### config.mk
export PLATFORM = sky130hd
export DESIGN_NAME = ac97_left_tap
export DESIGN_NICKNAME = d
export VERILOG_FILES = /design/src/rtl/ac97tap_pkg.sv /design/src/rtl/ac97tap_rst_sync.sv /design/src/rtl/ac97tap_link_sampler.sv /design/src/rtl/ac97tap_framer.sv /design/src/rtl/ac97tap_fifo.sv /design/src/rtl/ac97_left_tap.sv
export SDC_FILE = /design/constraint.sdc
export NUM_CORES = 1
export LEC_CHECK = 0
export ABC_AREA = 1
export CORE_MARGIN = 5
export CORE_UTILIZATION = 54
export CTS_CLUSTER_DIAMETER = 50
export DETAILED_ROUTE_END_ITERATION = 10
export DONT_BUFFER_PORTS = 1
export GPL_TIMING_DRIVEN = 0
export PLACE_DENSITY = 0.77
export SYNTH_ARGS = -nofsm -noshare
export SYNTH_HDL_FRONTEND = slang
export SYNTH_SLANG_ARGS = --single-unit
export TNS_END_PERCENT = 100
### constraint.sdc
create_clock -name clk -period 2.9 [get_ports clk]
set_input_delay 0.29 -clock clk [delete_from_list [all_inputs] [get_ports clk]]
set_output_delay 0.29 -clock clk [all_outputs]
set_load 0.02 [all_outputs]
### src/rtl/ac97tap_pkg.sv
package ac97tap_pkg;
  typedef enum logic [0:0] {
    FR_HUNT  = 1'b0,
    FR_FRAME = 1'b1
  } frame_state_e;
endpackage

### src/rtl/ac97tap_rst_sync.sv
module ac97tap_rst_sync #(
  parameter int STAGES = 2
) (
  input  logic clk,
  input  logic rst_n,
  output logic rst_n_sync
);
  logic [STAGES-1:0] chain_q;

  always_ff @(posedge clk or negedge rst_n) begin
    if (!rst_n) chain_q <= '0;
    else        chain_q <= {chain_q[STAGES-2:0], 1'b1};
  end

  assign rst_n_sync = chain_q[STAGES-1];
endmodule

### src/rtl/ac97tap_link_sampler.sv
module ac97tap_link_sampler #(
  parameter int STAGES = 2
) (
  input  logic clk,
  input  logic rst_n,
  input  logic bit_clk_in,
  input  logic sync_in,
  input  logic sdata_in,
  output logic bit_fall,
  output logic sync_s,
  output logic sdata_s
);
  logic [STAGES-1:0] bclk_pipe_q;
  logic [STAGES-1:0] sync_pipe_q;
  logic [STAGES-1:0] data_pipe_q;
  logic              bclk_last_q;

  always_ff @(posedge clk or negedge rst_n) begin
    if (!rst_n) begin
      bclk_pipe_q <= '0;
      sync_pipe_q <= '0;
      data_pipe_q <= '0;
      bclk_last_q <= 1'b0;
    end else begin
      bclk_pipe_q <= {bclk_pipe_q[STAGES-2:0], bit_clk_in};
      sync_pipe_q <= {sync_pipe_q[STAGES-2:0], sync_in};
      data_pipe_q <= {data_pipe_q[STAGES-2:0], sdata_in};
      bclk_last_q <= bclk_pipe_q[STAGES-1];
    end
  end

  assign bit_fall = bclk_last_q & ~bclk_pipe_q[STAGES-1];
  assign sync_s   = sync_pipe_q[STAGES-1];
  assign sdata_s  = data_pipe_q[STAGES-1];
endmodule

### src/rtl/ac97tap_framer.sv
module ac97tap_framer
  import ac97tap_pkg::*;
#(
  parameter int TAG_W        = 16,
  parameter int SLOT_W       = 20,
  parameter int NUM_SLOTS    = 12,
  parameter int CAPTURE_SLOT = 3,
  parameter int SAMPLE_W     = 16
) (
  input  logic                clk,
  input  logic                rst_n,
  input  logic                bit_fall,
  input  logic                sync_s,
  input  logic                sdata_s,
  output logic                push,
  output logic [SAMPLE_W-1:0] push_data
);
  localparam int FRAME_BITS = TAG_W + NUM_SLOTS * SLOT_W;
  localparam int IDX_W      = $clog2(FRAME_BITS);
  localparam int CAP_FIRST  = TAG_W + (CAPTURE_SLOT - 1) * SLOT_W;
  localparam int CAP_LAST   = CAP_FIRST + SAMPLE_W - 1;
  localparam logic [IDX_W-1:0] IDX_FLAG  = IDX_W'(CAPTURE_SLOT);
  localparam logic [IDX_W-1:0] IDX_FIRST = IDX_W'(CAP_FIRST);
  localparam logic [IDX_W-1:0] IDX_LAST  = IDX_W'(CAP_LAST);
  localparam logic [IDX_W-1:0] IDX_END   = IDX_W'(FRAME_BITS - 1);
  localparam logic [IDX_W-1:0] IDX_ONE   = IDX_W'(1);

  frame_state_e        state_q, state_d;
  logic [IDX_W-1:0]    idx_q, idx_d;
  logic                sync_last_q, sync_last_d;
  logic                flag_q, flag_d;
  logic [SAMPLE_W-1:0] shift_q, shift_d;
  logic                sync_rise;

  assign sync_rise = sync_s & ~sync_last_q;

  always_comb begin
    state_d     = state_q;
    idx_d       = idx_q;
    sync_last_d = sync_last_q;
    flag_d      = flag_q;
    shift_d     = shift_q;
    push        = 1'b0;
    push_data   = {shift_q[SAMPLE_W-2:0], sdata_s};
    if (bit_fall) begin
      sync_last_d = sync_s;
      if (sync_rise) begin
        state_d = FR_FRAME;
        idx_d   = IDX_ONE;
        flag_d  = 1'b0;
      end else if (state_q == FR_FRAME) begin
        if (idx_q == IDX_FLAG) flag_d = sdata_s;
        if (idx_q >= IDX_FIRST && idx_q <= IDX_LAST) shift_d = push_data;
        if (idx_q == IDX_LAST) push = flag_q;
        if (idx_q == IDX_END) begin
          state_d = FR_HUNT;
          idx_d   = '0;
        end else begin
          idx_d = idx_q + IDX_ONE;
        end
      end
    end
  end

  always_ff @(posedge clk or negedge rst_n) begin
    if (!rst_n) begin
      state_q     <= FR_HUNT;
      idx_q       <= '0;
      sync_last_q <= 1'b0;
      flag_q      <= 1'b0;
      shift_q     <= '0;
    end else if (bit_fall) begin
      state_q     <= state_d;
      idx_q       <= idx_d;
      sync_last_q <= sync_last_d;
      flag_q      <= flag_d;
      shift_q     <= shift_d;
    end
  end

  // index advances by one per link bit inside a frame
  assert_index_step_R2: assert property (@(posedge clk) disable iff (!rst_n)
    bit_fall && state_q == FR_FRAME && !sync_rise && idx_q != IDX_END
      |=> idx_q == $past(idx_q) + IDX_ONE);

  // index frozen between link bits
  assert_index_hold_R2: assert property (@(posedge clk) disable iff (!rst_n)
    !bit_fall |=> $stable(idx_q) && $stable(state_q));

  // hunting state parks the index at zero
  assert_hunt_parked_R5: assert property (@(posedge clk) disable iff (!rst_n)
    state_q == FR_HUNT |-> idx_q == '0);

  // a sync rise always restarts framing
  assert_resync_R6: assert property (@(posedge clk) disable iff (!rst_n)
    bit_fall && sync_s && !sync_last_q |=> state_q == FR_FRAME && idx_q == IDX_ONE);
endmodule

### src/rtl/ac97tap_fifo.sv
module ac97tap_fifo #(
  parameter int DATA_W = 16,
  parameter int DEPTH  = 16
) (
  input  logic              clk,
  input  logic              rst_n,
  input  logic              wr_req,
  input  logic [DATA_W-1:0] wr_data,
  output logic [DATA_W-1:0] rd_data,
  output logic              rd_valid,
  input  logic              rd_ready,
  output logic              overflow
);
  localparam int PTR_W = $clog2(DEPTH);
  localparam logic [PTR_W:0] DEPTH_C = (PTR_W+1)'(DEPTH);

  logic [DATA_W-1:0] mem_q [DEPTH];
  logic [PTR_W:0]    wr_ptr_q, wr_ptr_d;
  logic [PTR_W:0]    rd_ptr_q, rd_ptr_d;
  logic              ovf_q, ovf_d;
  logic [PTR_W:0]    level;
  logic              full, empty, wr_en, rd_en;

  assign level = wr_ptr_q - rd_ptr_q;
  assign full  = (level == DEPTH_C);
  assign empty = (level == '0);
  assign wr_en = wr_req & ~full;
  assign rd_en = rd_valid & rd_ready;

  always_comb begin
    wr_ptr_d = wr_ptr_q;
    rd_ptr_d = rd_ptr_q;
    ovf_d    = ovf_q;
    if (wr_en)          wr_ptr_d = wr_ptr_q + 1'b1;
    if (rd_en)          rd_ptr_d = rd_ptr_q + 1'b1;
    if (wr_req && full) ovf_d    = 1'b1;
  end

  always_ff @(posedge clk or negedge rst_n) begin
    if (!rst_n) begin
      wr_ptr_q <= '0;
      rd_ptr_q <= '0;
      ovf_q    <= 1'b0;
    end else begin
      wr_ptr_q <= wr_ptr_d;
      rd_ptr_q <= rd_ptr_d;
      ovf_q    <= ovf_d;
    end
  end

  always_ff @(posedge clk) begin
    if (wr_en) mem_q[wr_ptr_q[PTR_W-1:0]] <= wr_data;
  end

  assign rd_data  = mem_q[rd_ptr_q[PTR_W-1:0]];
  assign rd_valid = ~empty;
  assign overflow = ovf_q;

  // occupancy bounded by depth
  assert_level_bound_R7: assert property (@(posedge clk) disable iff (!rst_n)
    level <= DEPTH_C);

  // head word steady under back-pressure
  assert_hold_head_R7: assert property (@(posedge clk) disable iff (!rst_n)
    rd_valid && !rd_ready |=> rd_valid && $stable(rd_data));

  // overflow flag is sticky
  assert_ovf_sticky_R8: assert property (@(posedge clk) disable iff (!rst_n)
    ovf_q |=> ovf_q);

  // overflow only raised by a write into a full buffer
  assert_ovf_cause_R8: assert property (@(posedge clk) disable iff (!rst_n)
    $rose(ovf_q) |-> $past(wr_req && full));
endmodule

### src/rtl/ac97_left_tap.sv
module ac97_left_tap #(
  parameter int SYNC_STAGES  = 2,
  parameter int TAG_W        = 16,
  parameter int SLOT_W       = 20,
  parameter int NUM_SLOTS    = 12,
  parameter int CAPTURE_SLOT = 3,
  parameter int SAMPLE_W     = 16,
  parameter int FIFO_DEPTH   = 16
) (
  input  logic                clk,
  input  logic                rst_n,
  input  logic                ac_bit_clk,
  input  logic                ac_sync,
  input  logic                ac_sdata_in,
  output logic [SAMPLE_W-1:0] pcm_data,
  output logic                pcm_valid,
  input  logic                pcm_ready,
  output logic                overflow
);
  logic                rst_n_int;
  logic                bit_fall, sync_s, sdata_s;
  logic                push;
  logic [SAMPLE_W-1:0] push_data;

  ac97tap_rst_sync #(.STAGES(SYNC_STAGES)) u_rst (
    .clk(clk), .rst_n(rst_n), .rst_n_sync(rst_n_int)
  );

  ac97tap_link_sampler #(.STAGES(SYNC_STAGES)) u_sampler (
    .clk(clk), .rst_n(rst_n_int),
    .bit_clk_in(ac_bit_clk), .sync_in(ac_sync), .sdata_in(ac_sdata_in),
    .bit_fall(bit_fall), .sync_s(sync_s), .sdata_s(sdata_s)
  );

  ac97tap_framer #(
    .TAG_W(TAG_W), .SLOT_W(SLOT_W), .NUM_SLOTS(NUM_SLOTS),
    .CAPTURE_SLOT(CAPTURE_SLOT), .SAMPLE_W(SAMPLE_W)
  ) u_framer (
    .clk(clk), .rst_n(rst_n_int),
    .bit_fall(bit_fall), .sync_s(sync_s), .sdata_s(sdata_s),
    .push(push), .push_data(push_data)
  );

  ac97tap_fifo #(.DATA_W(SAMPLE_W), .DEPTH(FIFO_DEPTH)) u_fifo (
    .clk(clk), .rst_n(rst_n_int),
    .wr_req(push), .wr_data(push_data),
    .rd_data(pcm_data), .rd_valid(pcm_valid), .rd_ready(pcm_ready),
    .overflow(overflow)
  );

  // outputs quiet while held in reset
  assert_reset_quiet_R1: assert property (@(posedge clk)
    !rst_n_int |-> !pcm_valid && !overflow);
endmodule

==> summary.md <==
| Metric | Value |
|---|---|
| Status | finished with violations |
| Failing checks | negative setup slack |
| Most used cell, CP | buf_4 |
| Worst slew pin tran | 0.8803 ns |
| Simple-Gate Fraction of Synth Area | 0.1234 |
| Initial DRC count | 1,232 |
| Clk sinks | 302 |
| Worst r2r src | u_fifo.rd_ptr_q[1]$_DFFE_PN0P_ |
| Synth cell count leaders | edfxtp_1 (256), nor2_1 (190), o21ai_0 (128), nand2_1 (104), nand3_1 (62) |
| Vias in the first global route | 8,243 |
| Clk_lat worst skew | 0.55 ns |
| Final Slew Violations | 0 |
| F_max | 0.3424 GHz |
| Synth top area cells | edfxtp_1 (63%), dfrtp_1 (9.4%), nor2_1 (5.8%) |
| Post-DP HPWL | 19,510 um |
| Detail-routed via count per cell | 6.186 |
| CP max-delay cell | dfrtp_2 |
| Root Driver | clkbuf_16 |
| Tcrit/Tclk final | 1.007 |
| Worst vdd ir | 0.0006127 V |
| Crit-path cells | buf_4 -> inv_2 -> buf_6 -> buf_4 -> nor2_1 -> o211ai_1 -> nand3_1 -> nand3_2 |
| WP data required | 2.61 ns |
| Pre-CTS worst setup slack | -1.330 ns |
| Met3 wire len | 3350 um |
| Sequential area share after synthesis | 0.7202 |
| Cell Area, Placed | 12,700 um^2 |
| Stages on the worst setup path | 8 |
| Die ar. | 25,840 um^2 |
| Final hold viol count | 0 |
| Synth Area in Compound Gates | 0.1043 |
| Antenna-violating nets left | 0 |
| Final instance area | 14,300 um^2 |
| Mapped Cells | 1,017 |
| Hold/Removal Path Class | reg2async |
| Placed Cells | 1,306 |
| Final setup fails | 1 |
| Synthesized cell area | 12,270 um^2 |
| Largest net degree at the start of global routing | 40 |
| Syn Area/Cell | 12.07 um^2 |
| Cell Pwr Density | 839.9 nW/um^2 |
| Netlist cell types | 31 |
| Detailed-route via count | 8,611 |
| GRT Residual Overflow | 0 |
| Layout area overhead | 16.55% |
| CP Class | reg2out |
| Area leader, netlist | edfxtp_1 |
| Buf/Inv on CP | 4 |
| Highest routed layer | met4 |
| Pre-antenna DRT Iters | 6 |
| PnR worst setup slack | -0.02043 ns |
| DR WL/cell | 23.19 um |
| CP Max Fanout | 10 |
| # H-tree levels | 1 |
| Clk_skew | 0.01856 ns |
| Most common cell in the synthesized netlist | edfxtp_1 |
| GP Congestion | 0.9875 |
| Reg2Reg Depth | 15 |
| DIE HEIGHT | 160.8 um |
| Setup slack, reg-to-reg | 0.19 ns |
| Global-route wire length before repair | 49,220 um |
| Residual DRC | 0 |
| Synthesis-stage register bit count | 302 |
| Initial Util | 0.5454 |
| Layout cell share with drive strength beyond 1 | 0.1409 |
| Metal2 WL | 15,460 um |
| Startpoint Class | flip-flop |
| Met1 wire length | 12,090 um |
| Non-Filler Instances | 1,392 |
| Number of port buffers | 0 |
| Async set-reset flop share out of synthesis | 0.1523 |
| # rows | 55 |
| Clk pin slew, worst setup/hold paths | 0.07 ns |
| CP Data Arrival Time | 2.63 ns |
| Syn Nets | 1,034 |
| Cell family contributing the most delay on the critical path | buffers and inverters |
| Largest family of logic cells by synthesized area | simple AND/OR/NAND/NOR gates |
| Tot GR Track Use | 0.2477 |
| EDFF count, synth | 256 |
| Chip Width | 160.8 um |
| Post-layout min period | 2.920 ns |
| Cts bufs inserted | 29 |
| I/O pin total | 24 |
| CP endpoint kind | output pin |
| Antenna Cells | 0 |
| CTS tree | built |
| Post-Synth XOR/XNOR Area | 0.004995 |
| Routed wire length | 32,280 um |
| Nets@finish | 1,101 |
| Critical path origin | u_fifo.rd_ptr_q[0]$_DFFE_PN0P_ |
| CTS Buffer Depth | 3 |
| CP max stage delay | 0.50 ns |
| Reg2reg end | u_fifo.mem_q[6][13]$_DFFE_PP_ |
| Adder-cell share of the synthesized area | 0.01121 |
| Core Region | 22,500 um^2 |
| Critical Path Sink | pcm_data[8] |
| Leakage Power | 0.005542 uW |
| Power, Total | 12,010 uW |
| Synthesis Warnings | 0 |
| Antenna violations before repair | 0 |
| Rel. slew slack | 0.4132 |
| Main synth FF type | edfxtp_1 |
| Top-area cell type share of the netlist area | 0.6264 |
| Mux contribution to synthesized area | 0 |
| # Max-Cap Violations | 0 |
## cells by family after synthesis
logic type      Yosys count
fa+ha+maj                11
xor+xnor                  7
buf+inv                  99
other cells               1
compound gates          229
flops                   302
simple gates            368
## metal layers
metal,vias to the layer above,track usage
li1,3767,-
met1,4220,0.3417
met2,548,0.3977
met3,76,0.03952
met4,0,0.1020
met5,-,0
## area by class of cell
class,instances,area [um^2]
inverters,46,177.7
clock inverters,7,41.29
flip-flops and latches,302,8841
multi-input cells,616,3214
well taps,285,356.6
repair buffers,36,462.9
clock buffers,47,917.1
fillers,1566,8199
plain buffers,53,292.8
## placed cells by master, fill, tap and decap left out, drive strengths merged
cell type and n:
conb 1, dfrtp 46, o22ai 38, nand4 1
clkinv 7, buf 61, xnor2 2, dlygate4sd3 6
a21oi 4, clkbuf 69, o21ai 152, edfxtp 256
ha 11, a31oi 1, nand3 66, o211ai 33
nor2 193, o21bai 1, or2 2, xor2 5
nand2 106, clkinvlp 2, inv 44
## where the power goes
group          leakage, uW  internal (uW)  switching [uW]  total, uW
logic              0.00161            989            2490       3480
clock network     0.000472           2160            1580       3740
registers          0.00346           4710            82.5       4790
total              0.00554           7860            4150      12000
## flip-flops by register name (all words and copies together) (netlist names)
register,cells
u_fifo.mem_q,256
u_framer.shift_q,15
u_framer.idx_q,8
u_fifo.rd_ptr_q,5
u_fifo.wr_ptr_q,5
u_rst.chain_q,2
u_sampler.bclk_pipe_q,2
u_sampler.data_pipe_q,2
u_sampler.sync_pipe_q,2
u_fifo.overflow,1
u_framer.flag_q,1
u_framer.state_q,1
u_framer.sync_last_q,1
u_sampler.bclk_last_q,1
## how the worst min path moves through the flow
stage	to	depth (start not counted)
2_1_floorplan	u_rst.chain_q[0]$_DFF_PN0_	0
3_3_place_gp	u_rst.chain_q[0]$_DFF_PN0_	0
3_5_place_dp	u_rst.chain_q[1]$_DFF_PN0_	0
4_1_cts	u_sampler.bclk_pipe_q[1]$_DFF_PN0_	0
5_1_grt	u_sampler.sync_pipe_q[1]$_DFF_PN0_	0
6_report	u_sampler.bclk_pipe_q[1]$_DFF_PN0_	0
## per-stage QoR
stage	util	setup TNS, ns	hold WS [ns]
floorplan	-	-11.88	-0.005591
global placement	0.5612	-292.05	-0.005495
detailed placement	0.5642	-244.16	-0.005467
CTS	0.6297	0	0.09112
global route	0.6356	-0.03483	0.1016
finish	0.6356	-0.02043	0.08669
## timing repair
item                                    in CTS  in global routing
setup buffers                               21                  5
pin swaps                                   16                  4
endpoints found under the setup margin     265                273
gates cloned                                 0                  0
hold endpoints to repair                    10                  0
gates resized for setup                     36                 29
hold buffers                                 6                  0
(Power assumes the default switching activity.)
